$ cat config.mk
export PLATFORM = sky130hd
export DESIGN_NAME = dual_warp_issue
export DESIGN_NICKNAME = d
export VERILOG_FILES = /design/src/rtl/dws_pkg.sv /design/src/rtl/dws_rr_pick.sv /design/src/rtl/dws_ctrl.sv /design/src/rtl/dws_datapath.sv /design/src/rtl/dual_warp_issue.sv
export SDC_FILE = /design/constraint.sdc
export NUM_CORES = 1
export LEC_CHECK = 0
export ABC_AREA = 1
export BUFFER_PORTS_ARGS = -buffer_cell sky130_fd_sc_hd__buf_2
export CAP_MARGIN = 20
export CORE_UTILIZATION = 60
export CTS_CLUSTER_DIAMETER = 80
export DETAILED_ROUTE_END_ITERATION = 6
export PLACE_DENSITY = 0.92
export SLEW_MARGIN = 20
export SYNTH_ARGS = -nofsm -noshare
export SYNTH_HDL_FRONTEND = slang
export SYNTH_SLANG_ARGS = --single-unit
$ cat constraint.sdc
create_clock -name clk -period 8.8 [get_ports clk]
set_clock_uncertainty 0.15 [all_clocks]
set_input_delay 0.88 -clock clk [delete_from_list [all_inputs] [get_ports clk]]
set_output_delay 0.88 -clock clk [all_outputs]
set_load 0.03 [all_outputs]
$ cat src/rtl/dws_pkg.sv
package dws_pkg;

  typedef enum logic [1:0] {
    CLS_INT = 2'd0,
    CLS_SP  = 2'd1,
    CLS_DP  = 2'd2,
    CLS_RSV = 2'd3
  } instClass_e;

  // Control -> datapath strobes; index 0 is scheduler A (odd), 1 is B (even).
  typedef struct packed {
    logic [1:0] start;
    logic [1:0] issue;
    logic [1:0] second;
  } issueStrobe_t;

  // Datapath -> control candidate summary.
  typedef struct packed {
    logic [1:0] found;
    logic [1:0] isDp;
  } candStatus_t;

endpackage

$ cat src/rtl/dws_rr_pick.sv
module dws_rr_pick #(
  parameter int N     = 24,
  parameter int IDX_W = 5
) (
  input  logic [N-1:0]     req,
  input  logic [IDX_W-1:0] last,
  output logic             found,
  output logic [IDX_W-1:0] idx
);

  // Search starts one past the last granted slot and wraps around.
  always_comb begin
    found = 1'b0;
    idx   = '0;
    for (int k = 1; k <= N; k++) begin
      int cand;
      cand = int'(last) + k;
      if (cand >= N) cand = cand - N;
      if (!found && req[cand]) begin
        found = 1'b1;
        idx   = IDX_W'(cand);
      end
    end
  end

endmodule

$ cat src/rtl/dws_ctrl.sv
module dws_ctrl
  import dws_pkg::*;
(
  input  logic         clk,
  input  logic         rst,
  input  candStatus_t  status,
  output issueStrobe_t strobe
);

  logic [1:0] busy;
  logic [1:0] busyDp;
  logic [1:0] blocked;
  logic [1:0] wantStart;
  logic [1:0] start;
  logic [1:0] second;
  logic       prioB;
  logic       conflict;

  always_comb begin
    // A scheduler in the second half of a double blocks its peer.
    blocked[0] = busy[1] & busyDp[1];
    blocked[1] = busy[0] & busyDp[0];

    // A double may only start when the peer is not mid-instruction.
    wantStart[0] = !rst && !busy[0] && status.found[0] && !blocked[0]
                   && !(status.isDp[0] && busy[1]);
    wantStart[1] = !rst && !busy[1] && status.found[1] && !blocked[1]
                   && !(status.isDp[1] && busy[0]);

    conflict = wantStart[0] && wantStart[1] && (status.isDp[0] || status.isDp[1]);

    start[0] = wantStart[0] && !(conflict && prioB);
    start[1] = wantStart[1] && !(conflict && !prioB);

    second = busy & {2{!rst}};

    strobe.start  = start;
    strobe.second = second;
    strobe.issue  = start | second;
  end

  always_ff @(posedge clk) begin
    if (rst) begin
      busy   <= '0;
      busyDp <= '0;
      prioB  <= 1'b0;
    end else begin
      busy   <= start;
      busyDp <= start & status.isDp;
      if (conflict) prioB <= ~prioB;
    end
  end

  // Exactly one of two colliding starts goes ahead.
  p_one_winner_r8 : assert property (@(posedge clk) disable iff (rst)
    conflict |-> ($countones(start) == 1));

  // The losing scheduler stays silent in the following cycle too.
  p_loser_a_waits_r8 : assert property (@(posedge clk) disable iff (rst)
    (conflict && start[1]) |=> !strobe.issue[0]);
  p_loser_b_waits_r8 : assert property (@(posedge clk) disable iff (rst)
    (conflict && start[0]) |=> !strobe.issue[1]);

  // No double starts next to the peer's second half.
  p_dp_wait_a_r7 : assert property (@(posedge clk) disable iff (rst)
    strobe.second[1] |-> !(strobe.start[0] && status.isDp[0]));
  p_dp_wait_b_r7 : assert property (@(posedge clk) disable iff (rst)
    strobe.second[0] |-> !(strobe.start[1] && status.isDp[1]));

  // Busy never survives without the half-warp 0 that caused it.
  p_second_follows_r3 : assert property (@(posedge clk) disable iff (rst)
    strobe.second[0] |-> $past(strobe.start[0]));

endmodule

$ cat src/rtl/dws_datapath.sv
module dws_datapath
  import dws_pkg::*;
#(
  parameter int NUM_WARPS = 48
) (
  input  logic                         clk,
  input  logic                         rst,
  input  logic [NUM_WARPS-1:0]         warpReady,
  input  logic [2*NUM_WARPS-1:0]       warpClass,
  input  issueStrobe_t                 strobe,
  output candStatus_t                  status,
  output logic                         issueValidA,
  output logic [$clog2(NUM_WARPS)-1:0] issueWarpA,
  output logic [1:0]                   issueClassA,
  output logic                         issueHalfA,
  output logic                         issueValidB,
  output logic [$clog2(NUM_WARPS)-1:0] issueWarpB,
  output logic [1:0]                   issueClassB,
  output logic                         issueHalfB
);

  localparam int HALF    = NUM_WARPS / 2;
  localparam int LOCAL_W = (HALF > 1) ? $clog2(HALF) : 1;
  localparam int WARP_W  = $clog2(NUM_WARPS);

  logic [1:0][HALF-1:0]      localReady;
  logic [1:0][HALF-1:0][1:0] localCls;
  logic [1:0][LOCAL_W-1:0]   ptr;
  logic [1:0][LOCAL_W-1:0]   pickIdx;
  logic [1:0]                pickFound;
  logic [1:0]                pickDp;
  logic [1:0][WARP_W-1:0]    pickWarp;
  logic [1:0][WARP_W-1:0]    heldWarp;
  logic [1:0][WARP_W-1:0]    outWarp;
  logic [1:0][1:0]           pickCls;
  logic [1:0][1:0]           heldCls;
  logic [1:0][1:0]           outCls;

  for (genvar s = 0; s < 2; s++) begin : g_sched
    // Scheduler 0 owns odd IDs, scheduler 1 owns even IDs.
    localparam int PAR = (s == 0) ? 1 : 0;

    for (genvar j = 0; j < HALF; j++) begin : g_lane
      assign localReady[s][j] = warpReady[2*j + PAR];
      assign localCls[s][j]   = warpClass[2*(2*j + PAR) +: 2];
    end

    dws_rr_pick #(
      .N     (HALF),
      .IDX_W (LOCAL_W)
    ) u_pick (
      .req   (localReady[s]),
      .last  (ptr[s]),
      .found (pickFound[s]),
      .idx   (pickIdx[s])
    );

    assign pickWarp[s] = WARP_W'({pickIdx[s], 1'(PAR)});
    assign pickCls[s]  = localCls[s][pickIdx[s]];
    assign pickDp[s]   = (pickCls[s] == CLS_DP);

    always_ff @(posedge clk) begin
      if (rst) begin
        ptr[s]      <= LOCAL_W'(HALF - 1);
        heldWarp[s] <= '0;
        heldCls[s]  <= '0;
      end else if (strobe.start[s]) begin
        ptr[s]      <= pickIdx[s];
        heldWarp[s] <= pickWarp[s];
        heldCls[s]  <= pickCls[s];
      end
    end

    always_comb begin
      if (strobe.second[s]) begin
        outWarp[s] = heldWarp[s];
        outCls[s]  = heldCls[s];
      end else if (strobe.start[s]) begin
        outWarp[s] = pickWarp[s];
        outCls[s]  = pickCls[s];
      end else begin
        outWarp[s] = '0;
        outCls[s]  = '0;
      end
    end
  end

  assign status.found = pickFound;
  assign status.isDp  = pickDp;

  assign issueValidA = strobe.issue[0];
  assign issueWarpA  = outWarp[0];
  assign issueClassA = outCls[0];
  assign issueHalfA  = strobe.second[0];
  assign issueValidB = strobe.issue[1];
  assign issueWarpB  = outWarp[1];
  assign issueClassB = outCls[1];
  assign issueHalfB  = strobe.second[1];

  // Parity ownership of the warp IDs.
  p_parity_a_r1 : assert property (@(posedge clk) disable iff (rst)
    issueValidA |-> issueWarpA[0]);
  p_parity_b_r1 : assert property (@(posedge clk) disable iff (rst)
    issueValidB |-> !issueWarpB[0]);

  // A first half goes only to a warp that is ready right now.
  p_ready_a_r2 : assert property (@(posedge clk) disable iff (rst)
    (issueValidA && !issueHalfA) |-> warpReady[issueWarpA]);
  p_ready_b_r2 : assert property (@(posedge clk) disable iff (rst)
    (issueValidB && !issueHalfB) |-> warpReady[issueWarpB]);

  // Half 0 is followed by half 1 of the same warp and class.
  p_pair_a_r3 : assert property (@(posedge clk) disable iff (rst)
    (issueValidA && !issueHalfA) |=> (issueValidA && issueHalfA
      && issueWarpA == $past(issueWarpA) && issueClassA == $past(issueClassA)));
  p_pair_b_r3 : assert property (@(posedge clk) disable iff (rst)
    (issueValidB && !issueHalfB) |=> (issueValidB && issueHalfB
      && issueWarpB == $past(issueWarpB) && issueClassB == $past(issueClassB)));

  // Double precision on the lanes excludes the peer.
  p_dp_excl_a_r6 : assert property (@(posedge clk) disable iff (rst)
    (issueValidA && issueClassA == CLS_DP) |-> !issueValidB);
  p_dp_excl_b_r6 : assert property (@(posedge clk) disable iff (rst)
    (issueValidB && issueClassB == CLS_DP) |-> !issueValidA);

endmodule

$ cat src/rtl/dual_warp_issue.sv
module dual_warp_issue
  import dws_pkg::*;
#(
  parameter int NUM_WARPS = 48
) (
  input  logic                         clk,
  input  logic                         rst,
  input  logic [NUM_WARPS-1:0]         warpReady,
  input  logic [2*NUM_WARPS-1:0]       warpClass,
  output logic                         issueValidA,
  output logic [$clog2(NUM_WARPS)-1:0] issueWarpA,
  output logic [1:0]                   issueClassA,
  output logic                         issueHalfA,
  output logic                         issueValidB,
  output logic [$clog2(NUM_WARPS)-1:0] issueWarpB,
  output logic [1:0]                   issueClassB,
  output logic                         issueHalfB
);

  issueStrobe_t strobe;
  candStatus_t  status;

  dws_ctrl u_ctrl (
    .clk    (clk),
    .rst    (rst),
    .status (status),
    .strobe (strobe)
  );

  dws_datapath #(
    .NUM_WARPS (NUM_WARPS)
  ) u_dp (
    .clk         (clk),
    .rst         (rst),
    .warpReady   (warpReady),
    .warpClass   (warpClass),
    .strobe      (strobe),
    .status      (status),
    .issueValidA (issueValidA),
    .issueWarpA  (issueWarpA),
    .issueClassA (issueClassA),
    .issueHalfA  (issueHalfA),
    .issueValidB (issueValidB),
    .issueWarpB  (issueWarpB),
    .issueClassB (issueClassB),
    .issueHalfB  (issueHalfB)
  );

endmodule

==> results.md <==
* Vias in the first global route at 14300
* Post-Syn Area at 12200 um^2
* Placed cells at 2667
* Final #Nets at 2635
* Worst hold path class: flip-flop to flip-flop
* Area growth from synthesis to layout at 7.26%
* Clock Root Buffer: clkbuf_16
* Post-CTS setup repair buffer count at 0
* RSZ-0062 raised after global routing: false
* Clock Pin Slew Worst Setup and Hold Paths at 0.06 ns
* Slew margin rel. at 21.4%
* TritonCTS clock tree: done
* Vias per cell at 6.06
* Worst R2R End: u_dp.ptr[8]
* GR Util met3 at 9.50%
* R2R setup slack at 1.78 ns
* I/O pin count at 166
* Failing checks: design-rule violations
* CP Max Fanout at 30
* Reg-to-reg critical path startpoint: u_dp.ptr[2]
* Worst-Margin Slew at 1.17 ns
* Initial core utilization at 61.9%
* Clk Latency, worst-skew pair at 0.26 ns
* Setup tns final at 0 ns
* Placer Congestion at 1.05
* Synth cell types at 63
* Peak Freq at 0.122 GHz
* Crit path from: u_dp.ptr[2]
* Synthesis-stage register bit count at 28
* Post-DP HPWL at 37.4 mm
* CTS Buf Count at 3
* Startpoint types: flip-flop
* Worst path max stage delay at 0.45 ns
* Vias after detailed routing at 16200
* Synth Warn # at 0
* WL/cell at 17.5 um
* R2R depth at 40
* Die height at 145 um
* Worst Setup EP: issueClassB[0]
* Finish-stage setup viols at 0
* Post-Route WL at 46.7 mm
* Slew Viols, Final at 0
* Sequential element share of the synthesized area at 4.59%
* Antenna violations before repair at 2
* DRT antenna net count at 0
* Top Usage Layer GRT: met2
* Mapped Nets at 2520
* Non-Filler Instances at 2672
* Worst setup EP type: primary output
* Number of core rows at 51
* Post-route DRC at 2
* First-pass GRT wire length at 71.7 mm
* Synthesized instance count at 2292
* CTS H-tree depth at 1
* Critical path class: flip-flop to primary output
* Required time of the critical path at 7.77 ns
* Cts hold-fix bufs at 0
* PortBufs at 164
* Grt ovf at 0
* Top cells by area, synth: nand2_1 (24%), nand3_1 (14%), inv_1 (9.0%)
* Clk buf depth at 2
* Worst-path cell with the longest stage delay: ha_1
* Syn Area/Cell at 5.32 um^2
* Largest net degree at the start of global routing at 38
* Area leader, netlist: nand2_1
* Filler cells at 1837
* CTS sink count at 28
* Hold Fails Final Rpt at 0
* Drt pass-1 iters at 7
* Met1 global-route usage at 48.6%
* Shortest period the worst path allows at 8.19 ns
* Final period util at 93.1%
* M2 GR Usage at 73.0%
* Full die area at 20900 um^2
* Total GRT Usage at 43.9%
* CORE AREA at 19700 um^2
* Drt initial violations at 1687
* Critical path's most frequent cell: nand2_1
* Synth top area share at 23.5%
* Share of post-route cells with drive strength above 1 at 14.0%
* Die width at 145 um
* Status: finished with violations
* Arr. time, crit path at 7.16 ns
* Maxcap violations at 0
-- kinds of logic after synthesis --
family                     Yosys count  share of synthesized area [%]
buffers and inverters              404                           14.5
AOI/OAI and AO/OA                  326                           15.7
xor gates and xnor gates            55                           4.50
DFF                                 28                           4.59
adders and majority gates           82                           8.41
and+or+nand+nor                   1393                           52.0
muxes                                3                          0.267
other                                1                         0.0307
-- cells in the final DEF, fill, tap and decap left out, drive strengths merged, types with 7 or more instances in the layout --
cell type / n
nor2: 147
nand2: 800
buf: 184
nand4: 51
o211ai: 31
or2: 12
o21a: 8
ha: 82
nand3b: 13
a211oi: 12
o21ai: 160
inv: 322
a21oi: 72
dfxtp: 28
xor2: 50
nand3: 355
nor3: 9
clkinv: 7
o21bai: 9
-- worst min path at each step --
| stage | slack (ns) | cells past startpoint | start | endpoint |
|---|---|---|---|---|
| floorplan | 0.28 | 2 | u_dp.heldWarp[0] | u_dp.heldWarp[0] |
| global placement | 0.29 | 2 | u_dp.heldWarp[0] | u_dp.heldWarp[0] |
| detailed placement | 0.30 | 2 | u_dp.heldWarp[0] | u_dp.heldWarp[0] |
| CTS | 0.32 | 2 | u_dp.heldWarp[11] | u_dp.heldWarp[11] |
| global route | 0.33 | 2 | u_dp.heldCls[2] | u_dp.heldCls[2] |
| finish | 0.32 | 2 | u_dp.heldWarp[11] | u_dp.heldWarp[11] |
-- synthesized netlist by cell type (all sizes together) --
cell and n:
o221ai 4, inv 323, clkbuf 8, clkinv 7, ha 82, nor4 1
o2111ai 2, nand2 800, a32oi 3, o21ai 160, conb 1, nand3b 13
a21o 1, dfxtp 28, a21oi 72, a31oi 4, xor2 50, o31ai 2
and2 5, a211oi 12, o22ai 6, or2 12, nand4 51, o21bai 9
nor2 147, o21a 8, a21boi 6, o311ai 2, o211ai 31, buf 66
a22oi 1, nand3 355, nor3 9, xnor2 5, mux2i 1, mux2 2
a211o 3
-- state kept, by name, indices dropped and copies added, names as in the netlist --
signal / count
u_dp.heldWarp: 10
u_ctrl.busy: 2
u_dp.heldCls: 4
u_ctrl.prioB: 1
u_dp.ptr: 9
u_ctrl.busyDp: 2
-- repair_timing --
item,4_1_cts,5_1_grt
hold endpoints to repair,0,0
setup endpoints to repair,0,17
gates resized for setup,0,5
-- area by class of cell --
| class | instances | area (um^2) | share of cell area, % |
|---|---|---|---|
| Inverter | 330 | 1250 | 9.55 |
| Multi-Input combinational cell | 1860 | 9880 | 75.5 |
| Timing Repair Buffer | 184 | 971 | 7.42 |
| Clock buffer | 4 | 88.8 | 0.679 |
| Sequential cell | 28 | 561 | 4.28 |
| Antenna cell | 1 | 2.50 | 0.0191 |
| Tap cell | 265 | 332 | 2.53 |
-- metal layers --
layer	part of all wire (%)	vias to the layer above
li1	-	7704
met1	36	7163
met2	45	1050
met3	10	282
met4	8.6	0
met5	0	-
-- through the flow --
step           instance area [um^2]  worst slack, ns  utilization, %  hold slack, ns
6_report                      13100            0.605            66.4           0.317
3_5_place_dp                  13000            0.932            65.8           0.303
5_1_grt                       13100          0.00767            66.4           0.329
3_3_place_gp                  13000             1.17            65.8           0.293
2_1_floorplan                 12200             2.25               -           0.276
4_1_cts                       13100            0.623            66.3           0.315
-- worst max-delay path, delay by kind of cell, from the launching register on --
| family | cells | cell delay, ns |
|---|---|---|
| XOR/XNOR | 1 | 0.15 |
| flip-flops | 1 | 0.39 |
| buffers and inverters | 8 | 1.11 |
| AND/OR/NAND/NOR | 26 | 3.55 |
| adder cells (fa/ha/maj) | 2 | 0.69 |
| AO/OA/AOI/OAI | 4 | 1.02 |
Power is not shown: default switching activity piles up to over one toggle a cycle in this logic, so the estimate is an artifact.
